**src/rtl/pxc_pkg.sv**
```systemverilog
// Shared definitions for the pixel translator: format codes and
// channel widening helpers. Assumes 8-bit output channels.
package pxc_pkg;

    localparam int CODE_W = 4;
    localparam int CHAN_W = 8;
    localparam int RGB_W  = 3 * CHAN_W;

    typedef enum logic [CODE_W-1:0] {
        FMT_MONO    = 4'd0,
        FMT_IDX2    = 4'd1,
        FMT_GRAY2   = 4'd2,
        FMT_IDX3    = 4'd3,
        FMT_RGB111  = 4'd4,
        FMT_GRAY3   = 4'd5,
        FMT_IDX4    = 4'd6,
        FMT_RGBI    = 4'd7,
        FMT_GRAY4   = 4'd8,
        FMT_IDX8    = 4'd9,
        FMT_RGB332  = 4'd10,
        FMT_GRAY8   = 4'd11,
        FMT_RGB565  = 4'd12,
        FMT_RGB888  = 4'd13
    } fmt_e;

    // Widen a 2-bit field by repetition
    function automatic logic [7:0] widen2(input logic [1:0] v);
        return {v, v, v, v};
    endfunction

    // Widen a 3-bit field by repetition
    function automatic logic [7:0] widen3(input logic [2:0] v);
        return {v, v, v[2:1]};
    endfunction

    // Widen a 5-bit field by repetition
    function automatic logic [7:0] widen5(input logic [4:0] v);
        return {v, v[4:2]};
    endfunction

    // Widen a 6-bit field by repetition
    function automatic logic [7:0] widen6(input logic [5:0] v);
        return {v, v[5:4]};
    endfunction

endpackage

```
**src/rtl/pxc_gray.sv**
```systemverilog
// Grayscale level expander. Picks the 2, 3, 4 or 8-bit level from the
// low byte and widens it to one 8-bit channel value. Assumes the caller
// only uses the result for the grayscale format codes.
module pxc_gray
    import pxc_pkg::*;
(
    input  logic [CODE_W-1:0] code_i,
    input  logic [7:0]        low_i,
    output logic [CHAN_W-1:0] level_o
);

    // Select the width-specific expansion
    always_comb begin
        unique case (code_i)
            FMT_GRAY2: level_o = widen2(low_i[1:0]);
            FMT_GRAY3: level_o = widen3(low_i[2:0]);
            FMT_GRAY4: level_o = {low_i[3:0], low_i[3:0]};
            default:   level_o = low_i;
        endcase
    end

endmodule

```
**src/rtl/pxc_rgbi.sv**
```systemverilog
// Four-bit intensity RGB decoder. Bit 3 is intensity, bits 2..0 are
// red, green, blue. Dark yellow is shifted towards brown by lowering
// its green channel to the bright-off level.
module pxc_rgbi
    import pxc_pkg::*;
(
    input  logic [3:0]       nib_i,
    output logic [RGB_W-1:0] rgb_o
);

    localparam logic [7:0] LVL_ON_HI  = 8'hFF;
    localparam logic [7:0] LVL_OFF_HI = 8'h55;
    localparam logic [7:0] LVL_ON_LO  = 8'hAA;
    localparam logic [7:0] LVL_OFF_LO = 8'h00;

    logic [CHAN_W-1:0] chan [3];

    // Map each channel bit to its level
    for (genvar c = 0; c < 3; c++) begin : g_chan
        assign chan[c] = nib_i[3] ? (nib_i[c] ? LVL_ON_HI : LVL_OFF_HI)
                                  : (nib_i[c] ? LVL_ON_LO : LVL_OFF_LO);
    end

    // Assemble channels, applying the dark-yellow adjustment
    always_comb begin
        rgb_o = {chan[2], chan[1], chan[0]};
        if (nib_i == 4'b0110) begin
            rgb_o[15:8] = LVL_OFF_HI;
        end
    end

endmodule

```
**src/rtl/pxc_packed.sv**
```systemverilog
// Decoder for the packed direct-colour formats: monochrome, 1-1-1,
// 3-3-2, 5-6-5 and 24-bit truecolour. All results are computed in
// parallel; the top level selects one of them.
module pxc_packed
    import pxc_pkg::*;
#(
    parameter int PIX_W = 32
) (
    input  logic [PIX_W-1:0] pix_i,
    output logic [RGB_W-1:0] mono_o,
    output logic [RGB_W-1:0] rgb111_o,
    output logic [RGB_W-1:0] rgb332_o,
    output logic [RGB_W-1:0] rgb565_o,
    output logic [RGB_W-1:0] rgb888_o
);

    // Monochrome: bit 0 selects black or white
    assign mono_o   = {RGB_W{pix_i[0]}};

    // One bit per channel, red on bit 2
    assign rgb111_o = {{CHAN_W{pix_i[2]}}, {CHAN_W{pix_i[1]}}, {CHAN_W{pix_i[0]}}};

    // 3-3-2 channel split
    assign rgb332_o = {widen3(pix_i[7:5]), widen3(pix_i[4:2]), widen2(pix_i[1:0])};

    // 5-6-5 channel split
    assign rgb565_o = {widen5(pix_i[15:11]), widen6(pix_i[10:5]), widen5(pix_i[4:0])};

    // Truecolour: low 24 bits pass through
    assign rgb888_o = pix_i[RGB_W-1:0];

endmodule

```
**src/rtl/pxc_translator.sv**
```systemverilog
// Pixel format translator top. Decodes a packed pixel word according to
// a format code and registers the 24-bit RGB result with one cycle of
// latency. Indexed and unassigned codes yield black. Assumes PIX_W is
// at least 24 and a synchronous active-low reset.
module pxc_translator
    import pxc_pkg::*;
#(
    parameter int PIX_W = 32
) (
    input  logic              clk,
    input  logic              rst_n,
    input  logic [CODE_W-1:0] fmt_code,
    input  logic [PIX_W-1:0]  pix_in,
    output logic [RGB_W-1:0]  rgb_out
);

    logic [RGB_W-1:0]  mono_w, rgb111_w, rgb332_w, rgb565_w, rgb888_w, rgbi_w;
    logic [CHAN_W-1:0] gray_w;
    logic [RGB_W-1:0]  next_rgb;

    pxc_packed #(.PIX_W(PIX_W)) u_packed (
        .pix_i    (pix_in),
        .mono_o   (mono_w),
        .rgb111_o (rgb111_w),
        .rgb332_o (rgb332_w),
        .rgb565_o (rgb565_w),
        .rgb888_o (rgb888_w)
    );

    pxc_rgbi u_rgbi (
        .nib_i (pix_in[3:0]),
        .rgb_o (rgbi_w)
    );

    pxc_gray u_gray (
        .code_i  (fmt_code),
        .low_i   (pix_in[7:0]),
        .level_o (gray_w)
    );

    // Choose the decoded colour for the current format code
    always_comb begin
        unique case (fmt_code)
            FMT_MONO:   next_rgb = mono_w;
            FMT_RGB111: next_rgb = rgb111_w;
            FMT_RGBI:   next_rgb = rgbi_w;
            FMT_GRAY2, FMT_GRAY3, FMT_GRAY4, FMT_GRAY8:
                        next_rgb = {gray_w, gray_w, gray_w};
            FMT_RGB332: next_rgb = rgb332_w;
            FMT_RGB565: next_rgb = rgb565_w;
            FMT_RGB888: next_rgb = rgb888_w;
            default:    next_rgb = '0;
        endcase
    end

    // Output register with synchronous clear
    always_ff @(posedge clk) begin
        if (!rst_n) begin
            rgb_out <= '0;
        end else begin
            rgb_out <= next_rgb;
        end
    end

endmodule

```
**config.mk**
```make
export PLATFORM = sky130hd
export DESIGN_NAME = pxc_translator
export DESIGN_NICKNAME = d
export VERILOG_FILES = /design/src/rtl/pxc_pkg.sv /design/src/rtl/pxc_gray.sv /design/src/rtl/pxc_rgbi.sv /design/src/rtl/pxc_packed.sv /design/src/rtl/pxc_translator.sv
export SDC_FILE = /design/constraint.sdc
export NUM_CORES = 1
export LEC_CHECK = 0
export CAP_MARGIN = 0
export CORE_UTILIZATION = 45
export DETAILED_ROUTE_END_ITERATION = 8
export PLACE_DENSITY = 0.78
export SLEW_MARGIN = 25
export SYNTH_ARGS = -nofsm -noshare
export SYNTH_HDL_FRONTEND = slang
export SYNTH_SLANG_ARGS = --single-unit
```
**constraint.sdc**
```tcl
create_clock -name clk -period 2 [get_ports clk]
set_clock_uncertainty 0.1 [all_clocks]
set_input_delay 0.3 -clock clk [delete_from_list [all_inputs] [get_ports clk]]
set_output_delay 0.3 -clock clk [all_outputs]
set_load 0.005 [all_outputs]
```
==> results.cfg <==
[cts]
htree_levels = 1
cts_tree = yes
cts_hold_buf = 0
cts.clk_slew.worst_paths_ns = 0.08
cts_inserted_buffers = 3
clock_sinks = 24
cts_buffer_depth = 2
cts_root_buf = clkbuf_8
cts_setup_buffers = 0
cts-resized-gates = 0

[sta]
min_period_ns = 1.88
max_freq_mhz = 531
worst_pin_slew_ns = 0.385
setup_viol = 0
hold_viol = 0
slew_violations = 0
period_share = 0.942
max_slew_margin = 0.743
rsz0062_at_grt = no

[logic_synthesis]
netlist_area_um2 = 1700
synth-seq-cells = 24
ys_top_cells_by_area = dfxtp_1, a31oi_1, a22o_1
synth_nets = 235
synth_flop_cell = dfxtp_1
synth.distinct_cells = 49
syn_inst = 197
syn_area_per_cell_um2 = 8.63
ys_seq_area_frac = 0.283
ys_async_sr_fraction = 0
synth_edf_count = 0
yosys_warnings = 0
synth_top_area_frac = 0.283
synth_top_area_cell = dfxtp_1

[detailed_routing]
drc = 0
drtIter0Drc = 161
via_per_inst = 6.00
route.antenna.remaining_nets = 0
drt_pass1_iterations = 6
drt_wl_total_um = 5290
wl_per_cell_um = 16.5
num_vias = 1919

[cells_and_area]
seqCellArea_um2 = 480
drive_gt1_frac = 0.219
fillers = 301
syn_to_final_growth_pct = 49.7
regMostFlops = rgb_out
reg_top3 = rgb_out: 24 flops
final_core_util = 0.734
largest_register_ffs = 24
n_antenna_cell = 0
final_cell_area_um2 = 2540
nets = 313
multiInputGateArea_um2 = 1070

[status]
outcome = finished clean

[grt]
grt_util_all_layers = 0.266
grt-ovfl-total = 0
grt_start_max_net_pins = 25
grt_pass1_wl_um = 8400
antenna_found_initial = 0
grt_pass1_vias = 1718

[setup_path]
critPathLaunchType = primary input
crit_fanout = 11
worst_ep_arrival_time_ns = 1.91
crit_path_end_kind = flop
crit_type = primary input to flop
required_ns = 2.03

[floorplanning]
core.rowCount = 21
initial_core_util = 0.490
chipWidth_um = 63.5
die_h_um = 63.5
core_um2 = 3470
die_area_um2 = 4030
ios = 62

[power_and_ir_drop]
p_leak_nw = 0.963
cellPowerDensity_nw_per_um2 = 490
peakVddDrop_v = 0.000279
total_power_w = 0.00125

[placed_design]
place_congestion = 0.953
dpl-instance-area_um2 = 2490
place_hpwl_um = 4150
port_buffers = 53

[worst_hold_path]
hold_class = primary input to flop

[flow_run]
maxCapViolations = 0
-- kinds of logic after synthesis --
kind of cell	synth area share
flops	0.283
mux	0.0118
xor+xnor	0.00515
simple gates	0.233
compound gates	0.382
buf+inv	0.0854
-- worst paths after layout --
path                    start                endpoint  slack (ns)  cells past startpoint
setup / recovery  fmt_code[2]  rgb_out[14]$_SDFF_PN0_        0.12                      6
hold / removal     pix_in[20]  rgb_out[20]$_SDFF_PN0_        0.52                      3
-- report_power, final --
part / internal (W) / total [W] / switching [W]
sequential: 0.000508 / 0.000515 / 0.00000665
combinational: 0.000231 / 0.000418 / 0.000187
clock: 0.000175 / 0.000316 / 0.000141
-- Yosys cell counts (2+ instances only) --
cell type	instances
dfxtp_1	24
a31oi_1	17
a22oi_1	13
a21oi_1	12
a22o_1	12
buf_2	11
nand3b_1	9
clkbuf_1	6
nand2_1	6
nor2_1	6
nor2b_1	6
inv_1	5
o21ai_0	5
o22ai_1	5
and3_1	4
and4b_1	4
buf_6	4
a221oi_1	3
a22oi_2	3
nand2b_1	3
nand4b_1	3
nor3_1	3
a221oi_2	2
and3b_1	2
mux2i_1	2
nand3_1	2
nor3b_1	2
o22ai_2	2
-- layout make-up --
| class | count | area share |
|---|---|---|
| flip-flops and latches | 24 | 0.189 |
| well taps | 46 | 0.0226 |
| repair buffers | 95 | 0.337 |
| clock buffers | 4 | 0.0216 |
| multi-input cells | 146 | 0.422 |
| inverters | 5 | 0.00737 |
-- placed cells by master, fill, tap and decap left out, types with 5 or more instances in the layout --
cell,Yosys,final
nand2_1,6,6
nor2b_1,6,6
dfxtp_1,24,24
o22ai_1,5,5
clkdlybuf4s50_1,0,53
o21ai_0,5,5
nor2_1,6,6
nand3b_1,9,9
buf_4,0,41
inv_1,5,5
a22o_1,12,12
a22oi_1,13,13
a31oi_1,17,17
a21oi_1,12,12
-- per-layer routing --
layer  part of all wire  GRT usage
met1               0.47      0.384
met2               0.43      0.403
met3              0.081     0.0217
met4              0.025      0.105
met5                  0          0
-- stage by stage --
stage	setup TNS [ns]	setup WS, ns	cells	hold slack [ns]
2_1_floorplan	0	0.458	197	0.358
3_3_place_gp	-1.67	-0.120	316	0.787
3_5_place_dp	-2.19	-0.140	316	0.792
4_1_cts	0	0.131	320	0.521
5_1_grt	0	0.0364	320	0.544
6_report	0	0.116	320	0.524
-- critical path: stages --
cell and delay (ns):
clkdlybuf4s50_1 0.47, buf_4 0.17, mux2i_1 0.25, nor2_1 0.13
a2111oi_2 0.44, o22ai_1 0.15
Power figures use the tool's default switching activity.
